**src/rtl/tap_pkg.sv**
```systemverilog
package tap_pkg;
  // width of a set-bit count for an n-bit word
  function automatic int cnt_w(input int n);
    return $clog2(n + 1);
  endfunction

  // accumulator width for a tap in a chain of `taps` stages
  function automatic int acc_w(input int dw, input int taps);
    return 2 * dw + $clog2(taps);
  endfunction

  // width that holds every count sum of the balance equation without wrap
  function automatic int sum_w(input int dw, input int aw);
    return $clog2(dw * dw + dw * (4 * dw + 2) + 4 * aw + 8) + 1;
  endfunction
endpackage

```
**src/rtl/tap_ones_count.sv**
```systemverilog
module tap_ones_count #(
  parameter int W  = 8,
  parameter int CW = 4
) (
  input  logic [W-1:0]  v,
  output logic [CW-1:0] cnt
);
  always_comb begin
    cnt = '0;
    for (int i = 0; i < W; i++) cnt = cnt + CW'(v[i]);
  end
endmodule

```
**src/rtl/tap_ripple_add.sv**
```systemverilog
module tap_ripple_add #(
  parameter int W  = 8,
  parameter int CW = 6
) (
  input  logic [W-1:0]  a,
  input  logic [W-1:0]  b,
  output logic [W-1:0]  sum,
  output logic [CW-1:0] ccnt
);
  logic [W:0] cy;

  assign cy[0] = 1'b0;

  for (genvar i = 0; i < W; i++) begin : g_fa
    assign sum[i]  = a[i] ^ b[i] ^ cy[i];
    assign cy[i+1] = (a[i] & b[i]) | (cy[i] & (a[i] ^ b[i]));
  end

  // carry out of the top bit weighs two, internal carries weigh one
  always_comb begin
    ccnt = CW'(2) * CW'(cy[W]);
    for (int i = 1; i < W; i++) ccnt = ccnt + CW'(cy[i]);
  end
endmodule

```
**src/rtl/tap_array_mult.sv**
```systemverilog
module tap_array_mult #(
  parameter int DW = 4,
  parameter int CW = 8,
  localparam int PW = 2 * DW
) (
  input  logic [DW-1:0] a,
  input  logic [DW-1:0] b,
  output logic [PW-1:0] prod,
  output logic [CW-1:0] ccnt
);
  logic [PW-1:0] part      [DW];
  logic [PW-1:0] run       [DW+1];
  logic [CW-1:0] stage_cnt [DW];

  assign run[0] = '0;

  for (genvar g = 0; g < DW; g++) begin : g_row
    assign part[g] = b[g] ? (PW'(a) << g) : '0;
    tap_ripple_add #(.W(PW), .CW(CW)) u_add (
      .a   (run[g]),
      .b   (part[g]),
      .sum (run[g+1]),
      .ccnt(stage_cnt[g])
    );
  end

  assign prod = run[DW];

  always_comb begin
    ccnt = '0;
    for (int i = 0; i < DW; i++) ccnt = ccnt + stage_cnt[i];
  end
endmodule

```
**src/rtl/berger_mac_tap.sv**
```systemverilog
module berger_mac_tap
  import tap_pkg::*;
#(
  parameter int DW   = 4,
  parameter int TAPS = 8,
  localparam int AW  = acc_w(DW, TAPS),
  localparam int KD  = cnt_w(DW),
  localparam int KA  = cnt_w(AW)
) (
  input  logic          clk,
  input  logic          rst,
  input  logic [DW-1:0] coef,
  input  logic [KD-1:0] coef_cnt,
  input  logic [DW-1:0] smp,
  input  logic [KD-1:0] smp_cnt,
  input  logic [AW-1:0] acc_in,
  input  logic [KA-1:0] acc_in_cnt,
  output logic [AW-1:0] acc_out,
  output logic [KA-1:0] acc_out_cnt,
  output logic          chk_err
);
  localparam int CW = sum_w(DW, AW);

  logic [2*DW-1:0] prod;
  logic [CW-1:0]   mult_cc;
  logic [AW-1:0]   acc_next;
  logic [CW-1:0]   add_cc;
  logic [CW-1:0]   ones_next;
  logic [CW-1:0]   lhs, rhs, pred;

  tap_array_mult #(.DW(DW), .CW(CW)) u_mult (
    .a   (smp),
    .b   (coef),
    .prod(prod),
    .ccnt(mult_cc)
  );

  tap_ripple_add #(.W(AW), .CW(CW)) u_acc (
    .a   (acc_in),
    .b   (AW'(prod)),
    .sum (acc_next),
    .ccnt(add_cc)
  );

  tap_ones_count #(.W(AW), .CW(CW)) u_pop (
    .v  (acc_next),
    .cnt(ones_next)
  );

  // merged balance: counts in on the left, counts out plus carries on the right
  always_comb begin
    lhs  = CW'(coef_cnt) * CW'(smp_cnt) + CW'(acc_in_cnt);
    rhs  = ones_next + add_cc + mult_cc;
    pred = lhs - add_cc - mult_cc;
  end

  always_ff @(posedge clk) begin
    if (rst) begin
      acc_out     <= '0;
      acc_out_cnt <= '0;
      chk_err     <= 1'b0;
    end else begin
      acc_out     <= acc_next;
      acc_out_cnt <= KA'(pred);
      chk_err     <= (lhs != rhs);
    end
  end
endmodule

```
**config.mk**
```make
export PLATFORM = sky130hd
export DESIGN_NAME = berger_mac_tap
export DESIGN_NICKNAME = d
export VERILOG_FILES = /design/src/rtl/tap_pkg.sv /design/src/rtl/tap_ones_count.sv /design/src/rtl/tap_ripple_add.sv /design/src/rtl/tap_array_mult.sv /design/src/rtl/berger_mac_tap.sv
export SDC_FILE = /design/constraint.sdc
export NUM_CORES = 1
export LEC_CHECK = 0
export CAP_MARGIN = 20
export CELL_PAD_IN_SITES_DETAIL_PLACEMENT = 2
export CELL_PAD_IN_SITES_GLOBAL_PLACEMENT = 2
export CORE_MARGIN = 3
export CORE_UTILIZATION = 30
export DETAILED_ROUTE_END_ITERATION = 7
export MAX_ROUTING_LAYER = met4
export PLACE_DENSITY_LB_ADDON = 0.1
export SETUP_SLACK_MARGIN = 0.1
export SLEW_MARGIN = 25
export SYNTH_ARGS = -nofsm -noshare
export SYNTH_HDL_FRONTEND = slang
export SYNTH_SLANG_ARGS = --single-unit
```
**constraint.sdc**
```tcl
create_clock -name clk -period 17.2 [get_ports clk]
set_input_delay 5.16 -clock clk [delete_from_list [all_inputs] [get_ports clk]]
set_output_delay 5.16 -clock clk [all_outputs]
set_load 0.02 [all_outputs]
```
==> metrics.md <==
| Metric | Value |
|---|---|
| Status | `finished clean` |
| Post-synthesis sequential area ratio | `11.8%` |
| HPWL after DPL | `5970 um` |
| Crit-path max FO | `4` |
| Max clock buf depth | `2` |
| Placer congestion estimate | `0.829` |
| Layout cell share with drive strength beyond 1 | `1.24%` |
| Post-place instance area | `3300 um2` |
| Worst EP arrival | `16.00 ns` |
| Resized cells post-CTS | `0` |
| FILL cells | `953` |
| Number of port buffers | `46` |
| Synth Warn # | `0` |
| Clock root buffer | `clkbuf_8` |
| TritonCTS Buffers | `3` |
| Final ANT Viol Nets | `0` |
| Most Frequent Cell on Critical Path | `fa_1` |
| Post-Syn Nets | `402` |
| Largest net degree at the start of global routing | `17` |
| Tmin final | `15.89 ns` |
| CP peak stage delay | `0.53 ns` |
| Post-layout net count | `452` |
| Crit end category | `register` |
| Syn_area_per_cell | `9.87 um2` |
| Initial DRC Count | `25` |
| Hold WC Path Type | `in -> reg` |
| First-pass GRT wire length | `10,800 um` |
| Final Max Tran Viols | `0` |
| Post-CTS Setup Inserts | `0` |
| Post-synthesis cell type count | `19` |
| Global Route Usage Sum | `13.7%` |
| DR DRC count | `0` |
| Initial antenna violation count | `0` |
| Ys async rst share | `0%` |
| RSZ-0062 raised after global routing | `false` |
| Highest achievable clock rate | `62.9 MHz` |
| Max-cap check violation count | `0` |
| Post-synth top flop | `dfxtp_1` |
| Clock Sinks | `16` |
| Fin crit share | `92.4%` |
| N_diodes | `0` |
| CTS tree | `done` |
| DR vias | `1,883` |
| Post-route cell area | `3350 um2` |
| Final wirelength | `6360 um` |
| Die width | `101 um` |
| Ports | `47` |
| Endpoints failing hold | `0` |
| Critical Path RT | `17.32 ns` |
| H-tree levels | `1` |
| Core Region | `8720 um2` |
| Yosys reg bits | `16` |
| Worst Setup Path Type | `in -> reg` |
| Grt total ovfl | `0` |
| Setup TNS | `0 ns` |
| Slew at the pin closest to its max-slew limit | `0.560 ns` |
| Die area | `10,200 um2` |
| Rel. slew slack | `62.5%` |
| CP startpoint | `coef[0]` |
| Area Growth Syn to Fin | `23.9%` |
| Hold Buf Count CTS | `0` |
| Initial Util | `31.0%` |
| CP endpoint | `chk_err` |
| DR pass1 iterations | `4` |
| Mapped Cells | `274` |
| Vias in the first global route | `2,119` |
| # rows | `34` |
| Post-synthesis cell area | `2710 um2` |
| Die H | `101 um` |
| Number of synthesized flops with an enable pin | `0` |
| CP Launch Type | `input pin` |
| Clock-pin slew on the worst setup and hold paths | `0.07 ns` |
| # setup viols final | `0` |
| Slowest cell on the critical path | `clkdlybuf4s50_1` |
| Wirelength per Cell | `14.7 um` |
| Via-to-Cell Ratio | `4.37` |
-- worst min-delay path by stage --
stage | from | to | slack, ns | cells past startpoint
floorplan | rst | acc_out[0] | 5.23 | 1
finish | acc_in[4] | acc_out[4] | 5.68 | 4
global placement | acc_out[8] | acc_out[8] | 5.96 | 1
CTS | acc_in[4] | acc_out[4] | 5.68 | 4
global route | acc_in[0] | acc_out[0] | 5.73 | 3
detailed placement | acc_in[4] | acc_out[4] | 5.95 | 4
-- cells by family (layout without fill, tap and decap cells) --
family	after synthesis	count (layout)	synth area share (%)
flip-flops	16	16	11.8
AND/OR/NAND/NOR	47	47	9.20
adder cells (fa/ha/maj)	97	97	56.8
buffers and inverters	69	118	9.57
AO/OA/AOI/OAI	23	23	5.46
XOR/XNOR	22	22	7.12
-- stage by stage --
| stage | std cells | hold slack (ns) | worst slack [ns] | util [%] |
|---|---|---|---|---|
| final | 431 | 5.68 | 1.31 | 38.4 |
| after global routing | 431 | 5.73 | 0.776 | 38.4 |
| after CTS | 431 | 5.68 | 1.22 | 38.4 |
| after detailed placement | 427 | 5.95 | 0.986 | 37.8 |
| after global placement | 427 | 5.96 | 1.30 | 37.8 |
| after floorplan | 274 | 5.23 | 2.27 | - |
-- layout by cell type (no fill, tap or decap) --
cell type	Yosys	routed
o21ai_0	1	1
nor2b_1	12	12
dfxtp_1	16	16
ha_1	54	54
a21oi_1	9	9
a31oi_1	2	2
nor2_1	6	6
xor2_1	9	9
clkbuf_8	0	4
a311oi_1	1	1
a21o_1	9	9
xnor2_1	13	13
fa_1	43	43
clkdlybuf4s50_1	0	46
nand2_1	12	12
inv_1	68	68
nand4_1	2	2
a41oi_1	1	1
nand2b_1	1	1
and2_1	14	14
-- metal layers --
metal,vias to the layer above,GRT usage [%],wire length [um]
met2,22,21.1,2950
met5,-,-,0
met3,4,0.692,146
met4,0,2.45,36
li1,936,-,-
met1,921,20.1,3220
-- state kept, by name (all words and copies together), names as in the netlist --
name,flops
chk_err,1
acc_out_cnt,4
acc_out,11
-- cell type report --
cell class | count | area (um2) | share of cell area (%)
Multi-Input combinational cell | 189 | 2130 | 63.4
Sequential cell | 16 | 320 | 9.56
Tap cell | 108 | 135 | 4.03
Inverter | 68 | 255 | 7.61
Clock buffer | 4 | 55.1 | 1.64
Timing Repair Buffer | 46 | 460 | 13.7
-- critical path, delay by kind of cell --
kind | cells | cell delay (ns)
XOR/XNOR | 1 | 0.17
adder cells (fa/ha/maj) | 22 | 8.64
buffers and inverters | 9 | 1.04
AO/OA/AOI/OAI | 4 | 0.70
AND/OR/NAND/NOR | 2 | 0.27
-- cell usage after synthesis (2+ instances only) --
cell type / number / area, um2
ha_1: 54 / 676
and2_1: 14 / 87.6
a21o_1: 9 / 67.6
fa_1: 43 / 861
a31oi_1: 2 / 12.5
nand4_1: 2 / 12.5
xor2_1: 9 / 78.8
nor2_1: 6 / 22.5
a21oi_1: 9 / 45.0
nand2_1: 12 / 45.0
nor2b_1: 12 / 75.1
xnor2_1: 13 / 114
inv_1: 68 / 255
dfxtp_1: 16 / 320
Power is left out: the tool's default activity adds up to more than one toggle a clock period on the data nets, which glitch-free logic cannot reach.
